`config.mk`:
```
export PLATFORM = sky130hd
export DESIGN_NAME = mem_init_seq
export DESIGN_NICKNAME = d
export VERILOG_FILES = /design/src/rtl/imi_pkg.sv /design/src/rtl/imi_midpoint.sv /design/src/rtl/imi_step_table.sv /design/src/rtl/imi_step_ctrl.sv /design/src/rtl/mem_init_seq.sv
export SDC_FILE = /design/constraint.sdc
export NUM_CORES = 1
export LEC_CHECK = 0
export BUFFER_PORTS_ARGS = -buffer_cell sky130_fd_sc_hd__clkbuf_2
export CAP_MARGIN = 20
export CORE_MARGIN = 4
export CORE_UTILIZATION = 50
export DETAILED_ROUTE_END_ITERATION = 12
export GPL_TIMING_DRIVEN = 0
export PLACE_DENSITY = 0.87
export SLEW_MARGIN = 20
export SYNTH_ARGS = -nofsm -noshare
export SYNTH_HDL_FRONTEND = slang
export SYNTH_HIERARCHICAL = 1
export SYNTH_SLANG_ARGS = --single-unit
```
`constraint.sdc`:
```
create_clock -name clk -period 5.49 [get_ports clk]
set_clock_uncertainty 0.1 [all_clocks]
set_input_delay 0.2745 -clock clk [delete_from_list [all_inputs] [get_ports clk]]
set_output_delay 0.2745 -clock clk [all_outputs]
set_load 0.05 [all_outputs]
```
`src/rtl/imi_pkg.sv`:
```
package imi_pkg;

   typedef enum logic [2:0] {
      OP_WREG    = 3'd0,
      OP_RST_SET = 3'd1,
      OP_RST_CLR = 3'd2,
      OP_PD_EXIT = 3'd3,
      OP_DOM_FIX = 3'd4
   } imi_op_e;

   typedef enum logic [4:0] {
      ST_ID       = 5'd0,
      ST_PDX_A    = 5'd1,
      ST_PDX_B    = 5'd2,
      ST_NAP      = 5'd3,
      ST_LAT0     = 5'd4,
      ST_LAT1     = 5'd5,
      ST_RCD      = 5'd6,
      ST_TST_HI_A = 5'd7,
      ST_TST_LO_A = 5'd8,
      ST_RST_SET  = 5'd9,
      ST_RST_CLR  = 5'd10,
      ST_TST_LO_Z = 5'd11,
      ST_TST_HI_Z = 5'd12,
      ST_CUR_A    = 5'd13,
      ST_CUR_B    = 5'd14,
      ST_PD_EXIT  = 5'd15,
      ST_FIX      = 5'd16
   } imi_step_e;

   localparam int unsigned MAX_DEVS   = 32;
   localparam int unsigned DEV_W      = 5;
   localparam logic [15:0] TST_HI_ARM = 16'h0004;
   localparam logic [15:0] TST_LO_ARM = 16'h0040;

endpackage

```
`src/rtl/imi_midpoint.sv`:
```
module imi_midpoint #(
   parameter int unsigned W = 7
) (
   input  logic [W-1:0] lo,
   input  logic [W-1:0] hi,
   output logic [W-1:0] mid
);
   localparam int unsigned SUM_W = W + 1;

   logic [SUM_W-1:0] sum;

   assign sum = SUM_W'(lo) + SUM_W'(hi);
   assign mid = sum[SUM_W-1:1];

endmodule

```
`src/rtl/imi_step_table.sv`:
```
module imi_step_table
   import imi_pkg::*;
#(
   parameter int unsigned     ADDR_W     = 12,
   parameter int unsigned     DATA_W     = 16,
   parameter int unsigned     TRCD_W     = 8,
   parameter int unsigned     CC_W       = 7,
   parameter int unsigned     RCD_OFFSET = 2,
   parameter logic [ADDR_W-1:0] A_ID     = 12'h021,
   parameter logic [ADDR_W-1:0] A_PDX_A  = 12'h044,
   parameter logic [ADDR_W-1:0] A_PDX_B  = 12'h045,
   parameter logic [ADDR_W-1:0] A_NAP    = 12'h046,
   parameter logic [ADDR_W-1:0] A_LAT0   = 12'h060,
   parameter logic [ADDR_W-1:0] A_LAT1   = 12'h061,
   parameter logic [ADDR_W-1:0] A_RCD    = 12'h062,
   parameter logic [ADDR_W-1:0] A_TST_HI = 12'h0F0,
   parameter logic [ADDR_W-1:0] A_TST_LO = 12'h0F1,
   parameter logic [ADDR_W-1:0] A_CUR_A  = 12'h030,
   parameter logic [ADDR_W-1:0] A_CUR_B  = 12'h031,
   parameter logic [DATA_W-1:0] V_PDX_A  = 16'h0007,
   parameter logic [DATA_W-1:0] V_PDX_B  = 16'h0003,
   parameter logic [DATA_W-1:0] V_NAP    = 16'h0012,
   parameter logic [DATA_W-1:0] LAT_MIN  = 16'h0008
) (
   input  imi_step_e          step,
   input  logic [DEV_W-1:0]   dev_idx,
   input  logic [TRCD_W-1:0]  trcd,
   input  logic [CC_W-1:0]    mid_a,
   input  logic [CC_W-1:0]    mid_b,
   output imi_op_e            op,
   output logic               bcast,
   output logic [DEV_W-1:0]   dev,
   output logic [ADDR_W-1:0]  addr,
   output logic [DATA_W-1:0]  data
);
   logic [TRCD_W-1:0] rcd_val;

   if (RCD_OFFSET == 0) begin : g_rcd_pass
      assign rcd_val = trcd;
   end else begin : g_rcd_sub
      localparam logic [TRCD_W-1:0] OFS = TRCD_W'(RCD_OFFSET);
      assign rcd_val = (trcd > OFS) ? (trcd - OFS) : '0;
   end

   always_comb begin
      op    = OP_WREG;
      bcast = 1'b1;
      dev   = '0;
      addr  = '0;
      data  = '0;
      case (step)
         ST_ID: begin
            bcast = 1'b0;
            dev   = dev_idx;
            addr  = A_ID;
            data  = DATA_W'(dev_idx);
         end
         ST_PDX_A:    begin addr = A_PDX_A;  data = V_PDX_A; end
         ST_PDX_B:    begin addr = A_PDX_B;  data = V_PDX_B; end
         ST_NAP:      begin addr = A_NAP;    data = V_NAP; end
         ST_LAT0:     begin addr = A_LAT0;   data = LAT_MIN; end
         ST_LAT1:     begin addr = A_LAT1;   data = LAT_MIN; end
         ST_RCD:      begin addr = A_RCD;    data = DATA_W'(rcd_val); end
         ST_TST_HI_A: begin addr = A_TST_HI; data = DATA_W'(TST_HI_ARM); end
         ST_TST_LO_A: begin addr = A_TST_LO; data = DATA_W'(TST_LO_ARM); end
         ST_RST_SET:  op = OP_RST_SET;
         ST_RST_CLR:  op = OP_RST_CLR;
         ST_TST_LO_Z: addr = A_TST_LO;
         ST_TST_HI_Z: addr = A_TST_HI;
         ST_CUR_A:    begin addr = A_CUR_A;  data = DATA_W'(mid_a); end
         ST_CUR_B:    begin addr = A_CUR_B;  data = DATA_W'(mid_b); end
         ST_PD_EXIT:  op = OP_PD_EXIT;
         ST_FIX:      op = OP_DOM_FIX;
         default:     op = OP_WREG;
      endcase
   end

endmodule

```
`src/rtl/imi_step_ctrl.sv`:
```
module imi_step_ctrl
   import imi_pkg::*;
#(
   parameter int unsigned CNT_W = 6
) (
   input  logic             clk,
   input  logic             rst,
   input  logic             start,
   input  logic [CNT_W-1:0] dev_count,
   input  logic             hs,
   output logic             running,
   output imi_step_e        step,
   output logic [DEV_W-1:0] dev_idx,
   output logic             done
);
   localparam logic [CNT_W-1:0] CNT_CAP = CNT_W'(MAX_DEVS);

   logic [CNT_W-1:0] cnt_clamped;
   logic [DEV_W-1:0] dev_last;

   assign cnt_clamped = (dev_count > CNT_CAP) ? CNT_CAP : dev_count;

   always_ff @(posedge clk) begin
      if (rst) begin
         running  <= 1'b0;
         step     <= ST_ID;
         dev_idx  <= '0;
         dev_last <= '0;
         done     <= 1'b0;
      end else begin
         done <= 1'b0;
         if (!running) begin
            if (start) begin
               running  <= 1'b1;
               dev_idx  <= '0;
               dev_last <= DEV_W'(cnt_clamped - CNT_W'(1));
               step     <= (cnt_clamped == '0) ? ST_PDX_A : ST_ID;
            end
         end else if (hs) begin
            if (step == ST_ID && dev_idx != dev_last) begin
               dev_idx <= dev_idx + DEV_W'(1);
            end else if (step == ST_FIX) begin
               running <= 1'b0;
               done    <= 1'b1;
            end else begin
               step <= imi_step_e'(step + 5'd1);
            end
         end
      end
   end


   start_ignore_chk: assert property (@(posedge clk) disable iff (rst)
      running && start && !hs |=> running && $stable(step) && $stable(dev_idx));

endmodule

```
`src/rtl/mem_init_seq.sv`:
```
module mem_init_seq
   import imi_pkg::*;
#(
   parameter int unsigned     ADDR_W     = 12,
   parameter int unsigned     DATA_W     = 16,
   parameter int unsigned     TRCD_W     = 8,
   parameter int unsigned     CC_W       = 7,
   parameter int unsigned     RCD_OFFSET = 2,
   parameter logic [ADDR_W-1:0] A_ID     = 12'h021,
   parameter logic [ADDR_W-1:0] A_PDX_A  = 12'h044,
   parameter logic [ADDR_W-1:0] A_PDX_B  = 12'h045,
   parameter logic [ADDR_W-1:0] A_NAP    = 12'h046,
   parameter logic [ADDR_W-1:0] A_LAT0   = 12'h060,
   parameter logic [ADDR_W-1:0] A_LAT1   = 12'h061,
   parameter logic [ADDR_W-1:0] A_RCD    = 12'h062,
   parameter logic [ADDR_W-1:0] A_TST_HI = 12'h0F0,
   parameter logic [ADDR_W-1:0] A_TST_LO = 12'h0F1,
   parameter logic [ADDR_W-1:0] A_CUR_A  = 12'h030,
   parameter logic [ADDR_W-1:0] A_CUR_B  = 12'h031,
   parameter logic [DATA_W-1:0] V_PDX_A  = 16'h0007,
   parameter logic [DATA_W-1:0] V_PDX_B  = 16'h0003,
   parameter logic [DATA_W-1:0] V_NAP    = 16'h0012,
   parameter logic [DATA_W-1:0] LAT_MIN  = 16'h0008
) (
   input  logic              clk,
   input  logic              rst,
   input  logic              start,
   input  logic [5:0]        dev_count,
   input  logic [TRCD_W-1:0] trcd,
   input  logic [CC_W-1:0]   cc_a_min,
   input  logic [CC_W-1:0]   cc_a_max,
   input  logic [CC_W-1:0]   cc_b_min,
   input  logic [CC_W-1:0]   cc_b_max,
   output logic              req_valid,
   input  logic              req_ready,
   output logic [2:0]        req_op,
   output logic              req_bcast,
   output logic [4:0]        req_dev,
   output logic [ADDR_W-1:0] req_addr,
   output logic [DATA_W-1:0] req_data,
   output logic              done
);
   localparam int unsigned N_CC = 2;

   if (DATA_W < 16) begin : g_bad_data_w
      $error("DATA_W must hold the 16-bit test patterns");
   end
   if (TRCD_W > DATA_W || CC_W > DATA_W) begin : g_bad_field_w
      $error("TRCD_W and CC_W must fit in DATA_W");
   end
   if (DATA_W < DEV_W) begin : g_bad_dev_w
      $error("DATA_W must hold a device number");
   end

   logic            running;
   logic            hs;
   imi_step_e       step;
   logic [DEV_W-1:0] dev_idx;
   imi_op_e         op;
   logic [CC_W-1:0] cc_lo  [N_CC];
   logic [CC_W-1:0] cc_hi  [N_CC];
   logic [CC_W-1:0] cc_mid [N_CC];

   assign cc_lo[0] = cc_a_min;
   assign cc_hi[0] = cc_a_max;
   assign cc_lo[1] = cc_b_min;
   assign cc_hi[1] = cc_b_max;

   for (genvar g = 0; g < N_CC; g++) begin : g_mid
      imi_midpoint #(.W(CC_W)) u_mid (
         .lo  (cc_lo[g]),
         .hi  (cc_hi[g]),
         .mid (cc_mid[g])
      );
   end

   assign hs = running && req_ready;

   imi_step_ctrl #(.CNT_W(6)) u_ctrl (
      .clk       (clk),
      .rst       (rst),
      .start     (start),
      .dev_count (dev_count),
      .hs        (hs),
      .running   (running),
      .step      (step),
      .dev_idx   (dev_idx),
      .done      (done)
   );

   imi_step_table #(
      .ADDR_W(ADDR_W), .DATA_W(DATA_W), .TRCD_W(TRCD_W), .CC_W(CC_W),
      .RCD_OFFSET(RCD_OFFSET),
      .A_ID(A_ID), .A_PDX_A(A_PDX_A), .A_PDX_B(A_PDX_B), .A_NAP(A_NAP),
      .A_LAT0(A_LAT0), .A_LAT1(A_LAT1), .A_RCD(A_RCD),
      .A_TST_HI(A_TST_HI), .A_TST_LO(A_TST_LO),
      .A_CUR_A(A_CUR_A), .A_CUR_B(A_CUR_B),
      .V_PDX_A(V_PDX_A), .V_PDX_B(V_PDX_B), .V_NAP(V_NAP), .LAT_MIN(LAT_MIN)
   ) u_table (
      .step    (step),
      .dev_idx (dev_idx),
      .trcd    (trcd),
      .mid_a   (cc_mid[0]),
      .mid_b   (cc_mid[1]),
      .op      (op),
      .bcast   (req_bcast),
      .dev     (req_dev),
      .addr    (req_addr),
      .data    (req_data)
   );

   assign req_valid = running;
   assign req_op    = op;


   req_hold_chk: assert property (@(posedge clk) disable iff (rst)
      req_valid && !req_ready |=> req_valid && $stable(req_op) && $stable(req_bcast)
         && $stable(req_dev) && $stable(req_addr) && $stable(req_data));


   reset_pair_chk: assert property (@(posedge clk) disable iff (rst)
      req_valid && req_ready && req_op == OP_RST_SET |=> req_valid && req_op == OP_RST_CLR);


   done_pulse_chk: assert property (@(posedge clk) disable iff (rst)
      done |=> !done);


   done_idle_chk: assert property (@(posedge clk) disable iff (rst)
      done |-> !req_valid);


   final_done_chk: assert property (@(posedge clk) disable iff (rst)
      req_valid && req_ready && req_op == OP_DOM_FIX |=> done);


   reset_idle_chk: assert property (@(posedge clk)
      rst |=> !req_valid && !done);

endmodule

```
==> reports/qor.txt, run 1 <==
status = complete, no violations
Final Hold Viols = 0
Netlist Area Pre-Place = 0.00235 sq mm
Mapped Cells = 305
count of final setup violators = 0
CTS HTree Levels = 1
post-synthesis sequential area ratio = 14.5%
minimum clock period = 2.90 ns
most frequent CP cell = clkbuf_1
slew of the pin with the lowest slew margin = 0.772 ns
Synth Warn # = 6
# fillers = 414
hpwl dp = 5.03 mm
largest net degree at the start of global routing = 15
area added between synthesis and finish = 21.8%
Initial Utilization = 52.9%
overall die area = 0.00586 sq mm
clock sink total = 17
RR Startpoint = u_ctrl/step[0]
Avg Inst Size Synth = 7.70 sq um
FMAX = 0.345 GHz
grt total ovfl = 0
CTS tree = done
Final period util = 52.7%
FF+latch count, synth = 17
# placed instances = 440
Die Y = 76.6 um
first-pass GRT wire length = 10.4 mm
max_cap viols = 0
CTS buffer count = 3
core area = 0.00444 sq mm
Die W = 76.6 um
CP Class = register to primary output
setup ws final = 2.59 ns
vias in the first global route = 2441
Rel. slew slack = 48.5%
layout cell share with drive strength beyond 1 = 28.6%
clk_lat worst skew = 0.26 ns
reg2reg setup slack = 3.31 ns
# IOs = 85
Bufs on Longest Clock Path = 2
setup TNS = 0 ns
Worst Setup SP = u_ctrl/step[3]
Resize count post-CTS = 0
GPL Wtd Cong = 0.901
Worst Hold Class = input port to register
n_diodes = 0
CP Capture Type = primary output
CTS Root Cell = clkbuf_8
Pleak = 1.34 nW
# port buffers = 71
crit-path max FO = 10
Post-CTS Setup Bufs = 0
initial antenna violation count = 0
ys async rst share = 0%
Setup crit end = req_data[0]
dpl ws = 2.84 ns
via count = 2579
via/cell ratio = 5.81
Cell Rows = 24
initial DRC count = 184
R2R Path End = u_ctrl/dev_idx[3]
Worst Setup Start Kind = register
Total GRT Usage = 20.9%
DRC viols = 0
CP required = 5.12 ns
count of hold buffers inserted by post-cts repair = 0
clock slew at reported path FFs = 0.07 ns
Post-DRT Antenna Nets = 0
RSZ-0062 raised after global routing = no
Final Power = 0.400 mW
Hold WS = 0.178 ns
Routed WL = 6.16 mm
crit-path max cell delay = 0.49 ns
number of synthesized flops with an enable pin = 0
worst reg2reg path depth = 7
Synth Flop Type = dfxtp_1
P per Cell Area = 140 mW/mm^2
library cells used by synthesis = 66
CP cell instances = clkbuf_1, nor4_1, nor2b_1, clkbuf_1, a22oi_1, o211ai_2, clkbuf_2
Worst VDD drop = 0.000130 V
Total Nets Final = 459
WL/cell = 13.9 um
Layout Cells excl Fill = 444
fin. max-slew vios = 0
first-pass detailed-route iteration total = 5
Worst Path Arrival = 2.52 ns
CP max stage cell = nor4_1
per-layer routing:
layer	vias up	wire length [um]	share of wire (%)	global-route usage, %
met3	21	371	6.0	3.66
met4	0	218	3.5	12.5
met1	1171	2590	42	23.6
met5	-	0	0	0
met2	103	2980	48	36.6
li1	1284	-	-	-
state kept, by name, indices dropped and copies added (netlist names):
register,flops
u_ctrl/step,5
u_ctrl/done,1
u_ctrl/dev_idx,5
u_ctrl/dev_last,5
u_ctrl/running,1
how the worst min path moves through the flow:
| stage | cells past startpoint | from | slack (ns) | to |
|---|---|---|---|---|
| after floorplan | 1 | rst | 0.25 | u_ctrl/running |
| after global placement | 2 | u_ctrl/dev_last[4] | 0.36 | u_ctrl/dev_last[4] |
| after detailed placement | 2 | u_ctrl/dev_last[4] | 0.37 | u_ctrl/dev_last[4] |
| after CTS | 2 | rst | 0.18 | u_ctrl/dev_idx[4] |
| after global routing | 2 | rst | 0.18 | u_ctrl/dev_idx[4] |
| final | 2 | rst | 0.18 | u_ctrl/running |
synthesized netlist by cell type (all sizes together), types with 5 or more instances:
cell type / instances / share of area, %
a31oi: 5 / 1.3
nor2b: 9 / 3.0
clkbuf: 8 / 1.3
a21oi: 16 / 3.4
a211oi: 5 / 1.6
nor2: 24 / 3.8
and2: 7 / 1.9
nand2b: 6 / 1.6
nand4: 8 / 2.1
a2111oi: 5 / 2.2
inv: 20 / 3.2
nor3: 8 / 1.9
o21a: 5 / 1.6
dfxtp: 17 / 14
o211ai: 7 / 3.1
nand3: 13 / 3.0
a21o: 5 / 1.7
a22oi: 7 / 2.2
buf: 16 / 5.0
nand2: 13 / 2.4
ha: 18 / 9.6
o21ai: 12 / 2.6
xnor2: 17 / 6.7
power breakdown:
| group | switching [mW] | internal (mW) | total, mW |
|---|---|---|---|
| sequential | 0.00340 | 0.127 | 0.131 |
| combinational | 0.104 | 0.0687 | 0.173 |
| clock | 0.0458 | 0.0505 | 0.0963 |
worst max-delay path: cells and delay by family, from the launching register on:
family | cells | cell delay [ns]
flip-flops | 1 | 0.36
buffers and inverters | 3 | 0.88
AO/OA/AOI/OAI | 2 | 0.31
AND/OR/NAND/NOR | 2 | 0.71
kinds of logic (layout without fill, tap and decap cells):
family	after synthesis	after routing	share of synthesized area [%]
flip-flops	17	17	14.5
multiplexers	1	1	0.426
adder cells (fa/ha/maj)	20	20	11.3
other	1	13	0.160
buffers and inverters	44	119	9.48
AND/OR/NAND/NOR	114	114	28.4
XOR/XNOR	21	21	8.15
AO/OA/AOI/OAI	87	87	27.6
per-stage QoR:
step	cell area (sq um)	utilization, %
6_report	2860	64.4
5_1_grt	2860	64.4
4_1_cts	2860	64.4
3_5_place_dp	2820	63.3
3_3_place_gp	2820	63.3
2_1_floorplan	2390	-
area by class of cell:
class,count,area [sq um],area share (%)
buffer,24,148,5.16
clock buffer,3,41.3,1.44
clock inverter,1,5.00,0.175
inverter,20,75.1,2.62
multi-input combinational,256,1830,64.0
sequential,17,340,11.9
tap,52,65.1,2.27
timing repair buffer,71,355,12.4
layout by cell type (no fill, tap or decap), types with 5 or more instances in the layout:
| cell | count |
|---|---|
| ha_1 | 18 |
| o21ai_0 | 9 |
| a21oi_1 | 16 |
| xnor2_1 | 16 |
| nand4_1 | 8 |
| and2_1 | 7 |
| clkbuf_2 | 71 |
| nand2b_1 | 6 |
| nor2b_1 | 7 |
| dfxtp_1 | 17 |
| buf_4 | 15 |
| conb_1 | 13 |
| o21a_1 | 5 |
| nor3_1 | 7 |
| inv_1 | 19 |
| nor2_1 | 24 |
| clkbuf_1 | 8 |
| nand3_1 | 12 |
| a31oi_1 | 5 |
| a211oi_1 | 5 |
| a22oi_1 | 7 |
| nand2_1 | 12 |
(Power assumes the default switching activity.)
==> run 2: changes to the inputs <==
==> constraint.sdc (replaced) <==
create_clock -name clk -period 2.85 [get_ports clk]
set_clock_uncertainty 0.1 [all_clocks]
set_input_delay 0.1425 -clock clk [delete_from_list [all_inputs] [get_ports clk]]
set_output_delay 0.1425 -clock clk [all_outputs]
set_load 0.05 [all_outputs]
==> run 2 against run 1 <==
Effect of this change: final area increased by 0.57%; combinational power increased by 93%; clock-buffer cell count increased by 1; global-route usage about the same; worst hold slack got worse by 0.12 ns; first-iteration DRC count decreased by 18%; critical path depth unchanged; worst setup slack got worse by 2.4 ns; register-to-register slack got worse by 2.6 ns; highest routed layer unchanged.
==> reports/qor.txt, run 2 (same netlist as run 1, synthesis figures left out) <==
max_cap viols = 0
CTS Root Cell = clkbuf_8
RR Startpoint = u_ctrl/step[0]
grt total ovfl = 0
Post-CTS Setup Bufs = 0
clock slew at reported path FFs = 0.06 ns
Total Nets Final = 459
vias in the first global route = 2411
n_diodes = 0
RSZ-0062 raised after global routing = no
Pleak = 1.34 nW
worst reg2reg path depth = 7
Rel. slew slack = 62.7%
Die W = 76.6 um
Total GRT Usage = 20.9%
first-pass GRT wire length = 10.6 mm
via count = 2551
CP max stage cell = nor4_2
Worst Setup Start Kind = register
GPL Wtd Cong = 0.983
overall die area = 0.00586 sq mm
CP required = 2.61 ns
hpwl dp = 5.05 mm
CTS tree = done
CTS HTree Levels = 1
Setup crit end = req_data[4]
register area = 340 sq um
# fillers = 389
final design area excluding fillers = 0.00288 sq mm
area occupied by multi-input gates = 0.00185 sq mm
commonest cells after routing, fill and taps aside = clkbuf_2, nor2_1, inv_1, ha_1, dfxtp_1
hold depth = 2
reg2reg setup slack = 0.67 ns
status = complete, no violations
Worst Path Buf+Inv = 3
area added between synthesis and finish = 22.5%
DRC viols = 0
FMAX = 0.378 GHz
CP Class = register to primary output
slew of the pin with the lowest slew margin = 0.557 ns
Bufs on Longest Clock Path = 2
Post-DRT Antenna Nets = 0
Worst Path Arrival = 2.40 ns
R2R Path End = u_ctrl/dev_idx[3]
Die Y = 76.6 um
clock sink total = 17
crit-path max FO = 10
clk_lat worst skew = 0.25 ns
P per Cell Area = 266 mW/mm^2
minimum clock period = 2.64 ns
# port buffers = 71
CTS buffer count = 3
Worst Setup SP = u_ctrl/step[3]
Routed WL = 6.20 mm
Worst Hold Class = input port to register
initial DRC count = 151
number of stages on the worst setup path = 7
Placed Area = 0.00282 sq mm
fin. max-slew vios = 0
setup TNS = 0 ns
most frequent CP cell = clkbuf_1
largest net degree at the start of global routing = 15
first-pass detailed-route iteration total = 5
commonest non-fill, non-tap cell in the layout = clkbuf_2
crit-path max cell delay = 0.42 ns
count of final setup violators = 0
Worst path top cell family by delay = buffers and inverters
Cell Rows = 24
Final period util = 92.8%
Regs by FF count = u_ctrl/dev_idx (5), u_ctrl/dev_last (5), u_ctrl/step (5)
CP cell instances = clkbuf_1, nor4_2, nor2b_1, clkbuf_1, a22oi_1, o211ai_2, clkbuf_2
CP Capture Type = primary output
Worst VDD drop = 0.000181 V
Final Hold Viols = 0
initial antenna violation count = 0
via/cell ratio = 5.75
Initial Utilization = 52.9%
core area = 0.00444 sq mm
# IOs = 85
WL/cell = 14.0 um
layout cell share with drive strength beyond 1 = 29.1%
[run 2: layout make-up]
cell class                 count  area share (%)
sequential                    17            11.8
clock buffer                   4            1.57
timing repair buffer          71            12.3
tap                           52            2.26
buffer                        24            5.13
inverter                      20            2.61
multi-input combinational    256            64.3
[run 2: metal layers]
layer,global-route usage (%),vias to the layer above,wire length [um]
met4,8.15,0,172
li1,-,1287,-
met1,24.5,1149,2510
met3,2.60,21,379
met5,0,-,0
met2,38.4,94,3140
[run 2: timing repair]
item / in CTS / in global routing
setup endpoints to repair: 0 / 5
gates resized for setup: 0 / 2
hold buffers: 0 / 0
[run 2: report_power, final]
group          switching [mW]  leakage, nW  internal [mW]
registers             0.00668        0.138          0.245
logic                   0.201         1.18          0.133
clock network          0.0797       0.0228         0.0993
total                   0.288         1.34          0.477
[run 2: worst reg2reg max path: stages (launching register included)]
cell	delay, ns
dfxtp_1	0.41
inv_1	0.12
ha_1	0.14
or3b_4	0.40
nor3_2	0.28
o21ai_1	0.20
o21a_1	0.22
o211a_1	0.21
[run 2: how the worst min path moves through the flow]
stage               slack, ns  startpoint                end
floorplan                0.12         rst     u_ctrl/running
global placement         0.32         rst  u_ctrl/dev_idx[4]
detailed placement       0.32         rst  u_ctrl/dev_idx[4]
CTS                      0.05         rst  u_ctrl/dev_idx[4]
global route             0.07         rst  u_ctrl/dev_idx[4]
finish                   0.06         rst  u_ctrl/dev_idx[4]
[run 2: metrics by stage]
stage / setup slack (ns) / hold slack (ns) / power [mW] / util [%] / instances
after floorplan: 0.340 / 0.121 / 0.502 / - / 317
after global placement: 0.406 / 0.316 / 0.578 / 63.5 / 440
after detailed placement: 0.390 / 0.321 / 0.587 / 63.5 / 440
after CTS: 0.101 / 0.0537 / 0.768 / 64.5 / 444
after global routing: 0.0557 / 0.0736 / 0.808 / 64.8 / 444
final: 0.207 / 0.0603 / 0.765 / 64.8 / 444
==> run 3: changes to the inputs <==
==> constraint.sdc (replaced) <==
create_clock -name clk -period 2.85 [get_ports clk]
set_clock_uncertainty 0.1 [all_clocks]
set_input_delay 0.285 -clock clk [delete_from_list [all_inputs] [get_ports clk]]
set_output_delay 0.285 -clock clk [all_outputs]
set_load 0.05 [all_outputs]
==> run 3 against run 2 <==
Effect of this change: first-iteration DRC count up 3.3%; clock power about the same; final cell count unchanged; non-clock buffer count unchanged; routed wire length about the same; fmax down 3.6%; worst hold slack better by 0.14 ns.
==> reports/qor.txt, run 3 (same netlist as run 1, synthesis figures left out) <==
status = complete, no violations
GPL Wtd Cong = 0.983
sequential power share = 32.9%
slew of the pin with the lowest slew margin = 0.565 ns
Final Hold Viols = 0
clock slew at reported path FFs = 0.06 ns
via/cell ratio = 5.74
Routed WL = 6.20 mm
switching share of power = 37.7%
CTS tree = done
# IOs = 85
CP cell instances = clkbuf_2, ha_1, a21o_2, a2111oi_1, inv_1, o32ai_1, nand3b_1, o211ai_2, clkbuf_2
crit-path max cell delay = 0.46 ns
Initial Utilization = 52.9%
Total Nets Final = 459
Regs by FF count = u_ctrl/dev_idx (5), u_ctrl/dev_last (5), u_ctrl/step (5)
Logic pwr share = 43.6%
hpwl dp = 5.05 mm
CP Capture Type = primary output
area added between synthesis and finish = 22.5%
Final Power = 0.766 mW
final design area excluding fillers = 0.00288 sq mm
initial antenna violation count = 0
P per Cell Area = 266 mW/mm^2
commonest cells after routing, fill and taps aside = clkbuf_2, nor2_1, inv_1, ha_1, dfxtp_1
Hold WS = 0.201 ns
Worst Hold Class = input port to register
setup TNS = 0 ns
count of final setup violators = 0
hold depth = 2
clock sink total = 17
Rel. slew slack = 62.2%
Bufs on Longest Clock Path = 2
Worst Path Buf+Inv = 3
via count = 2550
FMAX = 0.365 GHz
Worst Setup Start Kind = input port
max_cap viols = 0
Worst Path Arrival = 2.36 ns
internal power = 0.477 mW
register area = 340 sq um
first-pass detailed-route iteration total = 4
count of hold buffers inserted by post-cts repair = 0
Die Y = 76.6 um
CTS HTree Levels = 1
layout cell share with drive strength beyond 1 = 29.3%
clk_lat worst skew = 0.25 ns
vias in the first global route = 2411
fin. max-slew vios = 0
area occupied by multi-input gates = 0.00185 sq mm
minimum clock period = 2.74 ns
Util after Layout = 64.8%
# port buffers = 71
Clk pwr share = 23.5%
CTS Root Cell = clkbuf_8
grt total ovfl = 0
number of stages on the worst setup path = 9
CP required = 2.47 ns
Cell Rows = 24
Worst VDD drop = 0.000182 V
Post-DRT Antenna Nets = 0
first-pass GRT wire length = 10.6 mm
overall die area = 0.00586 sq mm
Worst path top cell family by delay = compound AO/OA/AOI/OAI gates
CP Class = input port to primary output
switching pwr = 0.289 mW
n_diodes = 0
Final period util = 96.2%
Pleak = 1.34 nW
# fillers = 388
WL/cell = 14.0 um
most frequent CP cell = clkbuf_2
Total GRT Usage = 20.9%
initial DRC count = 156
DRC viols = 0
worst reg2reg path depth = 7
RSZ-0062 raised after global routing = no
CTS buffer count = 3
CP max stage cell = a2111oi_1
largest net degree at the start of global routing = 15
core area = 0.00444 sq mm
Placed Area = 0.00282 sq mm
Die W = 76.6 um
commonest non-fill, non-tap cell in the layout = clkbuf_2
crit-path max FO = 6
==> run 3: path summary, 6_finish.rpt <==
path / endpoint / start / slack, ns
min: u_ctrl/dev_idx[4] / rst / 0.20
max: req_data[4] / cc_a_min[4] / 0.11
max reg2reg: u_ctrl/dev_idx[3] / u_ctrl/step[0] / 0.66
min reg2reg: u_ctrl/dev_last[4] / u_ctrl/dev_last[4] / 0.37
==> run 3: through the flow <==
stage | worst slack (ns) | std cells
3_5_place_dp | 0.113 | 440
3_3_place_gp | 0.121 | 440
2_1_floorplan | 0.197 | 317
6_report | 0.107 | 444
5_1_grt | 0.0321 | 444
4_1_cts | 0.0274 | 444
==> run 3: power by group through the flow <==
stage	clock network (mW)	logic [mW]	registers, mW
floorplan	0	0.243	0.259
global placement	0	0.321	0.257
detailed placement	0	0.330	0.257
CTS	0.184	0.332	0.252
global route	0.189	0.366	0.253
finish	0.180	0.334	0.252
==> run 3: final cells by class <==
cell class                      count  share of cell area [%]
Buffer                             24                    5.17
Tap cell                           52                    2.26
Timing Repair Buffer               71                    12.3
Clock buffer                        4                    1.56
Multi-Input combinational cell    256                    64.2
Inverter                           20                    2.61
Sequential cell                    17                    11.8
==> run 3: repair_timing <==
item | in CTS | in global routing
setup buffers | 0 | 0
hold endpoints to repair | 0 | 0
endpoints found under the setup margin | 4 | 7
resized for setup | 1 | 3
==> run 3: per-layer routing <==
metal  vias up  routed length [um]  track usage [%]
li1       1285                   -                -
met1      1155                2520             24.5
met2        93                3150             38.4
met3        17                 371             2.60
met4         0                 157             8.15
met5         -                   0                0
